### config.mk
export PLATFORM = sky130hd
export DESIGN_NAME = rsd_decoder
export DESIGN_NICKNAME = d
export VERILOG_FILES = /design/src/rtl/rsd_pkg.sv /design/src/rtl/rsd_byte_class.sv /design/src/rtl/rsd_pfx_track.sv /design/src/rtl/rsd_modrm_eval.sv /design/src/rtl/rsd_len_ctr.sv /design/src/rtl/rsd_decoder.sv
export SDC_FILE = /design/constraint.sdc
export NUM_CORES = 1
export LEC_CHECK = 0
export ABC_AREA = 0
export CELL_PAD_IN_SITES_DETAIL_PLACEMENT = 1
export CELL_PAD_IN_SITES_GLOBAL_PLACEMENT = 2
export CORE_MARGIN = 4
export CORE_UTILIZATION = 25
export CTS_BUF_LIST = sky130_fd_sc_hd__clkbuf_4 sky130_fd_sc_hd__clkbuf_8
export DETAILED_ROUTE_END_ITERATION = 12
export DONT_BUFFER_PORTS = 1
export HOLD_SLACK_MARGIN = 0.1
export PLACE_DENSITY_LB_ADDON = 0.1
export SYNTH_ARGS = -nofsm -noshare
export SYNTH_HDL_FRONTEND = slang
export SYNTH_SLANG_ARGS = --single-unit
export TNS_END_PERCENT = 30
### constraint.sdc
create_clock -name clk -period 2.05 [get_ports clk]
set_input_delay 0.41 -clock clk [delete_from_list [all_inputs] [get_ports clk]]
set_output_delay 0.41 -clock clk [all_outputs]
set_load 0.01 [all_outputs]
### src/rtl/rsd_pkg.sv
package rsd_pkg;

    typedef enum logic [1:0] {
        SZ16 = 2'b00,
        SZ32 = 2'b01,
        SZ64 = 2'b10
    } opsz_e;

    typedef enum logic [1:0] {
        ST_PREFIX = 2'd0,
        ST_ESCAPE = 2'd1,
        ST_MODRM  = 2'd2,
        ST_REPORT = 2'd3
    } dec_state_e;

    typedef struct packed {
        logic lock;
        logic osz;
        logic rex_v;
        logic rex_w;
        logic rex_b;
    } pfx_t;

    localparam logic [7:0] BYTE_ESC  = 8'h0F;
    localparam logic [7:0] BYTE_OP2  = 8'hC7;
    localparam logic [7:0] BYTE_LOCK = 8'hF0;
    localparam logic [7:0] BYTE_OSZ  = 8'h66;
    localparam logic [3:0] REX_HI    = 4'h4;
    localparam logic [2:0] REG_SEL   = 3'd7;
    localparam logic [1:0] MOD_REG   = 2'b11;

endpackage

### src/rtl/rsd_byte_class.sv
module rsd_byte_class
    import rsd_pkg::*;
(
    input  logic [7:0] byte_in,
    input  logic       long_mode,
    output logic       is_lock,
    output logic       is_osz,
    output logic       is_rex,
    output logic       is_esc
);
    always_comb begin
        is_lock = (byte_in == BYTE_LOCK);
        is_osz  = (byte_in == BYTE_OSZ);
        is_rex  = long_mode && (byte_in[7:4] == REX_HI);
        is_esc  = (byte_in == BYTE_ESC);
    end
endmodule

### src/rtl/rsd_pfx_track.sv
module rsd_pfx_track
    import rsd_pkg::*;
(
    input  logic clk,
    input  logic rst_n,
    input  logic clr,
    input  logic load,
    input  logic is_lock,
    input  logic is_osz,
    input  logic is_rex,
    input  logic rex_w,
    input  logic rex_b,
    output pfx_t pfx
);
    pfx_t pfx_q;

    always_ff @(posedge clk or negedge rst_n) begin
        if (!rst_n) begin
            pfx_q <= '0;
        end else if (clr) begin
            pfx_q <= '0;
        end else if (load) begin
            if (is_lock) begin
                pfx_q.lock  <= 1'b1;
                pfx_q.rex_v <= 1'b0;
            end else if (is_osz) begin
                pfx_q.osz   <= 1'b1;
                pfx_q.rex_v <= 1'b0;
            end else if (is_rex) begin
                pfx_q.rex_v <= 1'b1;
                pfx_q.rex_w <= rex_w;
                pfx_q.rex_b <= rex_b;
            end
        end
    end

    assign pfx = pfx_q;
endmodule

### src/rtl/rsd_modrm_eval.sv
module rsd_modrm_eval
    import rsd_pkg::*;
(
    input  logic [7:0] modrm,
    input  pfx_t       pfx,
    input  logic       feat_en,
    output logic       bad,
    output opsz_e      size,
    output logic [3:0] dst
);
    logic [1:0] md;
    logic [2:0] rg;
    logic [2:0] rm;

    always_comb begin
        md  = modrm[7:6];
        rg  = modrm[5:3];
        rm  = modrm[2:0];
        bad = pfx.lock || !feat_en || (md != MOD_REG) || (rg != REG_SEL);
        if (pfx.rex_v && pfx.rex_w) begin
            size = SZ64;
        end else if (pfx.osz) begin
            size = SZ16;
        end else begin
            size = SZ32;
        end
        dst = {pfx.rex_v & pfx.rex_b, rm};
    end
endmodule

### src/rtl/rsd_len_ctr.sv
module rsd_len_ctr #(
    parameter int MAX_BYTES = 15
) (
    input  logic clk,
    input  logic rst_n,
    input  logic clr,
    input  logic inc,
    output logic at_limit
);
    localparam int CW = $clog2(MAX_BYTES + 1);
    localparam logic [CW-1:0] LAST_IDX = CW'(MAX_BYTES - 1);

    logic [CW-1:0] cnt_q;

    always_ff @(posedge clk or negedge rst_n) begin
        if (!rst_n) begin
            cnt_q <= '0;
        end else if (clr) begin
            cnt_q <= '0;
        end else if (inc && (cnt_q != LAST_IDX)) begin
            cnt_q <= cnt_q + 1'b1;
        end
    end

    assign at_limit = (cnt_q == LAST_IDX);
endmodule

### src/rtl/rsd_decoder.sv
module rsd_decoder
    import rsd_pkg::*;
#(
    parameter int MAX_BYTES = 15
) (
    input  logic       clk,
    input  logic       rst_n,
    input  logic       long_mode,
    input  logic       feat_en,
    input  logic       in_valid,
    input  logic [7:0] in_data,
    output logic       in_ready,
    output logic       uop_valid,
    output logic [1:0] uop_size,
    output logic [3:0] uop_dst,
    output logic       fault_valid
);
    localparam int DST_W = 4;

    dec_state_e state_q, state_d;
    logic       acc;
    logic       is_lock, is_osz, is_rex, is_esc;
    logic       at_limit;
    logic       pfx_load;
    pfx_t       pfx;
    logic       ev_bad;
    opsz_e      ev_size;
    logic [DST_W-1:0] ev_dst;

    logic       fin;
    logic       fin_fault;
    logic       res_fault_q;
    opsz_e      res_size_q;
    logic [DST_W-1:0] res_dst_q;

    assign in_ready = (state_q != ST_REPORT);
    assign acc      = in_valid && in_ready;

    rsd_byte_class u_class (
        .byte_in   (in_data),
        .long_mode (long_mode),
        .is_lock   (is_lock),
        .is_osz    (is_osz),
        .is_rex    (is_rex),
        .is_esc    (is_esc)
    );

    rsd_pfx_track u_pfx (
        .clk     (clk),
        .rst_n   (rst_n),
        .clr     (state_q == ST_REPORT),
        .load    (pfx_load),
        .is_lock (is_lock),
        .is_osz  (is_osz),
        .is_rex  (is_rex),
        .rex_w   (in_data[3]),
        .rex_b   (in_data[0]),
        .pfx     (pfx)
    );

    rsd_len_ctr #(.MAX_BYTES(MAX_BYTES)) u_len (
        .clk      (clk),
        .rst_n    (rst_n),
        .clr      (state_q == ST_REPORT),
        .inc      (acc),
        .at_limit (at_limit)
    );

    rsd_modrm_eval u_eval (
        .modrm   (in_data),
        .pfx     (pfx),
        .feat_en (feat_en),
        .bad     (ev_bad),
        .size    (ev_size),
        .dst     (ev_dst)
    );

    // Next state and completion decode
    always_comb begin
        state_d   = state_q;
        fin       = 1'b0;
        fin_fault = 1'b0;
        pfx_load  = 1'b0;
        unique case (state_q)
            ST_PREFIX: begin
                if (acc) begin
                    if (is_esc && !at_limit) begin
                        state_d = ST_ESCAPE;
                    end else if ((is_lock || is_osz || is_rex) && !at_limit) begin
                        pfx_load = 1'b1;
                    end else begin
                        fin       = 1'b1;
                        fin_fault = 1'b1;
                        state_d   = ST_REPORT;
                    end
                end
            end
            ST_ESCAPE: begin
                if (acc) begin
                    if ((in_data == BYTE_OP2) && !at_limit) begin
                        state_d = ST_MODRM;
                    end else begin
                        fin       = 1'b1;
                        fin_fault = 1'b1;
                        state_d   = ST_REPORT;
                    end
                end
            end
            ST_MODRM: begin
                if (acc) begin
                    fin       = 1'b1;
                    fin_fault = ev_bad;
                    state_d   = ST_REPORT;
                end
            end
            ST_REPORT: begin
                state_d = ST_PREFIX;
            end
        endcase
    end

    // State register
    always_ff @(posedge clk or negedge rst_n) begin
        if (!rst_n) begin
            state_q <= ST_PREFIX;
        end else begin
            state_q <= state_d;
        end
    end

    // Result holding register
    always_ff @(posedge clk or negedge rst_n) begin
        if (!rst_n) begin
            res_fault_q <= 1'b0;
            res_size_q  <= SZ16;
            res_dst_q   <= '0;
        end else if (fin) begin
            res_fault_q <= fin_fault;
            res_size_q  <= fin_fault ? SZ16 : ev_size;
            res_dst_q   <= fin_fault ? '0 : ev_dst;
        end
    end

    // Outputs
    always_comb begin
        uop_valid   = (state_q == ST_REPORT) && !res_fault_q;
        fault_valid = (state_q == ST_REPORT) && res_fault_q;
        uop_size    = uop_valid ? res_size_q : 2'b00;
        uop_dst     = uop_valid ? res_dst_q  : '0;
    end
endmodule

Word-level counts from Yosys, hierarchy flattened
Index checks and enable logic that the tools add are counted.
{ "totals": {"regBits": 18, "in_bits": 13, "out_inout_bits": 9, "elab_cells": 98} }
{ "classes": {"add_sub_neg": 1, "eq_ne": 19, "mux": 38, "bitwise": 1, "n_reduce_logical": 29} }
{ "op_table": {"columns": ["cell", "n"], "rows": [
  ["2-bit 2-to-1 mux", 10],
  ["1-bit 2-to-1 mux", 18],
  ["8-bit equality test, second input constant", 2],
  ["4-bit 2-to-1 mux", 4],
  ["5-bit 2-to-1 mux", 2],
  ["2-bit by 1-bit != test with 1-bit output, second input constant", 5],
  ["2-bit nonzero test", 5],
  ["1-bit logical AND", 9],
  ["8-bit by 4-bit equality test with 1-bit output, second input constant", 1],
  ["8-bit by 7-bit equality test with 1-bit output, second input constant", 1],
  ["2-bit one-hot mux with 4 select lines", 1],
  ["4-bit AND reduction", 2],
  ["3-bit != test, second input constant", 2],
  ["1-bit one-hot mux with 3 select lines", 2],
  ["1-bit logical OR", 5],
  ["4-bit by 1-bit adder with 4-bit output, second input constant", 1],
  ["2-bit equality test, second input constant", 2],
  ["4-bit by 3-bit equality test with 1-bit output, second input constant", 1],
  ["4-bit equality test, second input constant", 1],
  ["2-bit != test, second input constant", 2],
  ["4-bit != test, second input constant", 1],
  ["2-bit AND reduction", 2],
  ["4-bit nonzero test", 1],
  ["1-bit zero test", 3],
  ["5 further kinds", 5]
]} }

Logic depth before layout (Yosys ltp)
{ "depth": {"word_depth": 10, "mapped_depth": 7} }

By module
From an unflattened synthesis, not the netlist that was laid out.
{ "hier_totals": {"hier_cells": 129, "hier_area_um2": 1231.2} }
{ "by_module_without_submodules": {"columns": ["mod", "instances", "cells_each", "area_per_inst_um2", "seq_area_each_um2"], "rows": [
  ["rsd_decoder", 1, 68, 666.9, 225.2],
  ["rsd_pfx_track", 1, 20, 229.0, 125.1],
  ["rsd_len_ctr", 1, 24, 221.5, 100.1],
  ["rsd_byte_class", 1, 9, 58.8, 0.0],
  ["rsd_modrm_eval", 1, 8, 55.1, 0.0]
]} }

Worst setup path after synthesis
Ideal clock, no wire load.
{ "synth_timing": {"path_kind": "register to register", "from": "reg state_q[0]", "to": "reg res_fault_q", "arrival_time_ns": 1.729, "required_ns": 1.929, "path_slack_ns": 0.200, "stages_incl_launch_ff": 7, "synth_period_minus_slack_ns": 1.850, "path_cell_list": "dfrtp_1 > ha_1 > buf_2 > nand2b_4 > nor4_2 > o21ai_0 > a22o_1"} }
{ "synth_via": {"elab_chain_len": 4, "word_cells_on_any_way": 11, "classes_between": "eq/ne: 3; mux: 6; reduce/logical: 2"} }
{ "synth_rtl": {"columns": ["item", "line_no", "rtl"], "rows": [
  ["start: declaration", "rsd_decoder.sv:20", "dec_state_e state_q, state_d;"],
  ["start signal: assignment", "rsd_decoder.sv:127", "state_q <= state_d;"],
  ["2-bit != test", "rsd_decoder.sv:36", "assign in_ready = (state_q != ST_REPORT);"],
  ["1-bit logical AND", "rsd_decoder.sv:37", "assign acc = in_valid && in_ready;"],
  ["1-bit 2-to-1 mux, on equally long branches", "rsd_decoder.sv:110, rsd_decoder.sv:86, rsd_decoder.sv:99", null],
  ["1-bit one-hot mux with 3 select lines", "rsd_decoder.sv:84", "unique case (state_q)"],
  ["end signal: assignment", "rsd_decoder.sv:138", "res_fault_q <= fin_fault;"],
  ["end: declaration", "rsd_decoder.sv:32", "logic res_fault_q;"]
]} }
Several ways; a longest one is shown, not always the timed one.
A chain may end at the register's enable or synchronous reset.

Worst setup path after layout
{ "layout_timing": {"from": "reg u_len.cnt_q[0]", "to": "reg res_fault_q"} }
{ "layout_via": {"elab_chain_len": 7, "word_cells_on_any_way": 12, "classes_between": "eq/ne: 1; mux: 7; reduce/logical: 4"} }
{ "layout_rtl": {"columns": ["item", "line_no", "rtl"], "rows": [
  ["start: declaration", "rsd_len_ctr.sv:13", "logic [CW-1:0] cnt_q;"],
  ["start signal: assignment", "rsd_len_ctr.sv:21", "cnt_q <= cnt_q + 1'b1;"],
  ["4-bit equality test (*)", "rsd_len_ctr.sv:25", "assign at_limit = (cnt_q == LAST_IDX);"],
  ["1-bit zero test (*)", "rsd_decoder.sv:87, rsd_decoder.sv:89, rsd_decoder.sv:100", null],
  ["1-bit logical AND", "rsd_decoder.sv:89", "end else if ((is_lock || is_osz || is_rex) && !at_limit) begin"],
  ["1-bit 2-to-1 mux", "rsd_decoder.sv:89", null],
  ["1-bit 2-to-1 mux", "rsd_decoder.sv:87", "if (is_esc && !at_limit) begin"],
  ["1-bit 2-to-1 mux", "rsd_decoder.sv:86", "if (acc) begin"],
  ["1-bit one-hot mux with 3 select lines", "rsd_decoder.sv:84", null]
]} }
Every way passes the cells marked *; elsewhere a longest branch is shown, timed or not.

==> parameters.txt <==
Parameter                              Value

Placement
  Post-detailed-placement half-perimeter wirelength    approximately 2900 um
  Placement Setup Slack    approximately 92 ps
  Placed instance area    1420 um^2
  Final Wtd Congestion    roughly 0.80
  PortBufs    0

Power and ir drop
  Psw    ~0.56 mW
  Relative contribution of sequential cells to total power    around 33%
  P_int    0.912 mW
  Leakage Power    0.667 nW
  Power share of the clock group    20.0%
  Relative contribution of combinational cells to total power    between 40% and 50%
  P per Cell Area    984 nW/um^2
  Switching Fraction    around two fifths
  Worst vdd ir    roughly 0.49 mV

Worst setup path
  Critical path's largest stage delay    380 ps
  Worst path required time    2200 ps
  Endpoint class of the critical path    register
  Bufs and invs on worst path    2
  Setup CP Type    register to register
  Worst EP arrival    slightly above 2000 ps
  Cell-by-cell trace of the critical path    inv_1 -> ha_1 -> and3_1 -> o41ai_4 -> buf_4 -> o21ai_0 -> a22o_1
  Setup crit start kind    register
  Cell at the slowest stage of the critical path    sky130_fd_sc_hd__dfrtp_1
  Gate family responsible for the most delay along the worst path    compound AO/OA/AOI/OAI gates
  Biggest fanout along the worst timing path    4

Synthesis
  Post-synthesis instance total    ~130
  Dominant synthesized flop cell    sky130_fd_sc_hd__dfrtp_1
  Post-synthesis async set-or-reset flop share    100%
  Number of enable flip-flop cells after synthesis    0
  Warnings from Yosys    0
  Number of distinct library cells after synthesis    41
  Number of synthesized register bits    18
  Post-Syn Nets    148
  Post-Synthesis Mean Instance Area    9.83 um^2
  Sequential cell area fraction in the yosys report    35.8%
  Syn Std Cell Area    roughly 1300 um^2

Route
  DRC errors left    0
  Detailed Route WL    3490 um
  Via count    1048
  Drt first pass iters    4
  Antenna-violating nets left    0
  Starting DRC count in detailed routing    35
  Detailed-route vias per instance    5.01
  Drt wl/cell    16.7 um

Global route
  Gr ovfl total    0
  Number of antenna violations at the first check in global routing    0
  Wire length of the first global-routing pass    5840 um
  Pin count of the biggest net entering global routing    19
  Vias in the first global route    approximately 1200
  Global router's overall resource usage    11.9%

Clock network
  Clock edge transition at the registers on the reported setup and hold paths    70 ps
  Total number of H-tree levels    1
  Insertion delay of the later-clocked pin in the worst-skew pair    250 ps
  Root Buffer    sky130_fd_sc_hd__clkbuf_8
  Clock tree from TritonCTS    done
  Post-CTS Setup Inserts    0
  Maximum count of clock buffers along a single path    2
  CTS buffer count    3
  Number of sinks handled by clock tree synthesis    18

Die
  Initial Utilization    26.3%
  Ports    22
  Area of the core    4790 um^2
  Horiz. Die Dim    79.0 um
  Number of placement rows    25
  Die span in y    79.0 um
  Die outline area    6230 um^2

Timing
  Time the worst path needs with I/O delays and setup    1910 ps
  Slew at the pin closest to its max-slew limit    872 ps
  Post-Route Setup TNS    0 ps
  Hold violation total from the final report    0
  Final worst path period share    between 90 and 100%
  Clock tree skew after final layout    1.24 ps
  Maximum achievable frequency    around 0.52 GHz
  Number of endpoints failing setup at the final stage    0
  Number of max-slew violations in the final report    0
  Max-slew headroom    41.7%
  Setup slack of the critical path after layout    143 ps
  RSZ-0062 raised after global routing    false

Cells and area
  Most common library cell in the layout ignoring fill and taps    sky130_fd_sc_hd__dfrtp_1
  Post-Route Utilization    31.2%
  Ratio of cells with drive above 1 in the final layout    21.8%
  FILL cells    546
  Antenna diodes    0
  Synthesis-to-finish area growth    18.8%
  Final #Nets    163
  Post-route cell area    1500 um^2
  Commonest cells after routing, fill and taps aside    sky130_fd_sc_hd__dfrtp_1 (18), sky130_fd_sc_hd__buf_4 (11), sky130_fd_sc_hd__nand3_1 (8), sky130_fd_sc_hd__nor2_1 (8)

Status
  Run status    completed

Flow run
  Max-cap check violation count    0

Worst hold path
  Type of the tightest min-delay check    input port to register
==> per-layer routing <==
| layer | vias up | global-route usage, % | wire, um |
|---|---|---|---|
| met4 | 0 | 3.09 | 47 |
| met2 | 19 | 21.9 | 1780 |
| met5 | - | 0 | 0 |
| met1 | 513 | 13.8 | 1560 |
| li1 | 512 | - | - |
| met3 | 4 | 2.83 | 105 |
==> power groups by stage <==
stage	combinational, mW	clock (mW)	sequential, mW
finish	0.696	0.295	0.480
CTS	0.709	0.309	0.483
detailed placement	0.691	0	0.489
floorplan	0.490	0	0.465
global placement	0.686	0	0.486
global route	0.786	0.319	0.492
==> state kept, by name, summed over array words and instances (netlist names) <==
signal       count
state_q          2
res_fault_q      1
u_len.cnt_q      4
u_pfx.pfx        5
res_dst_q        4
res_size_q       2
==> synthesized netlist by cell type (all sizes together), types with 2 or more instances <==
cell type | number | area share [%]
nand2 | 6 | 1.8
nand3b | 2 | 1.2
a21oi | 7 | 2.8
a22oi | 6 | 3.6
nor4 | 3 | 3.0
a211oi | 2 | 1.2
o211ai | 6 | 3.6
ha | 7 | 7.0
nand2b | 3 | 2.1
nor2 | 9 | 2.7
and2 | 7 | 3.5
o21ai | 5 | 2.0
nor3 | 2 | 1.2
dfrtp | 18 | 36
nor4bb | 3 | 4.8
nand3 | 8 | 3.2
and3 | 4 | 2.0
or2 | 2 | 0.99
nand4 | 4 | 2.0
inv | 7 | 2.1
==> worst paths after layout <==
| check | startpoint | cells after the start | slack (ps) | endpoint |
|---|---|---|---|---|
| max | u_len.cnt_q[0] | 7 | 140 | res_fault_q |
| min | in_data[3] | 2 | 310 | u_pfx.pfx[1] |
| max reg2reg | u_len.cnt_q[0] | 7 | 140 | res_fault_q |
| min reg2reg | u_pfx.pfx[3] | 2 | 510 | u_pfx.pfx[3] |
| max in group asynchronous | rst_n | 1 | 800 | u_pfx.pfx[4] |
| min in group asynchronous | rst_n | 1 | 710 | u_pfx.pfx[2] |
==> metrics by stage <==
step / power (mW) / instances / hold slack, ps
2_1_floorplan: 0.956 / 128 / 114
3_3_place_gp: 1.17 / 204 / 115
3_5_place_dp: 1.18 / 204 / 115
4_1_cts: 1.50 / 209 / 299
5_1_grt: 1.60 / 209 / 318
6_report: 1.47 / 209 / 307
==> cells by family after synthesis <==
family,share of synthesized area (%)
compound gates,18.7
buf+inv,2.78
simple gates,33.5
flops,35.8
xor+xnor,1.39
mux,0.895
fa+ha+maj,6.96
==> area by class of cell <==
cell class / count / area (um^2) / share of cell area, %
clock buffer: 4 / 55.1 / 3.68
inverter: 7 / 26.3 / 1.76
multi-input combinational: 101 / 787 / 52.6
sequential: 18 / 450 / 30.1
tap: 67 / 83.8 / 5.61
timing repair buffer: 12 / 92.6 / 6.19
==> what timing repair did <==
item,4_1_cts,5_1_grt
endpoints found under the setup margin,6,8
endpoints found under the hold margin,18,0
hold buffers,1,0
gates resized for setup,1,2
(Power assumes the default switching activity.)
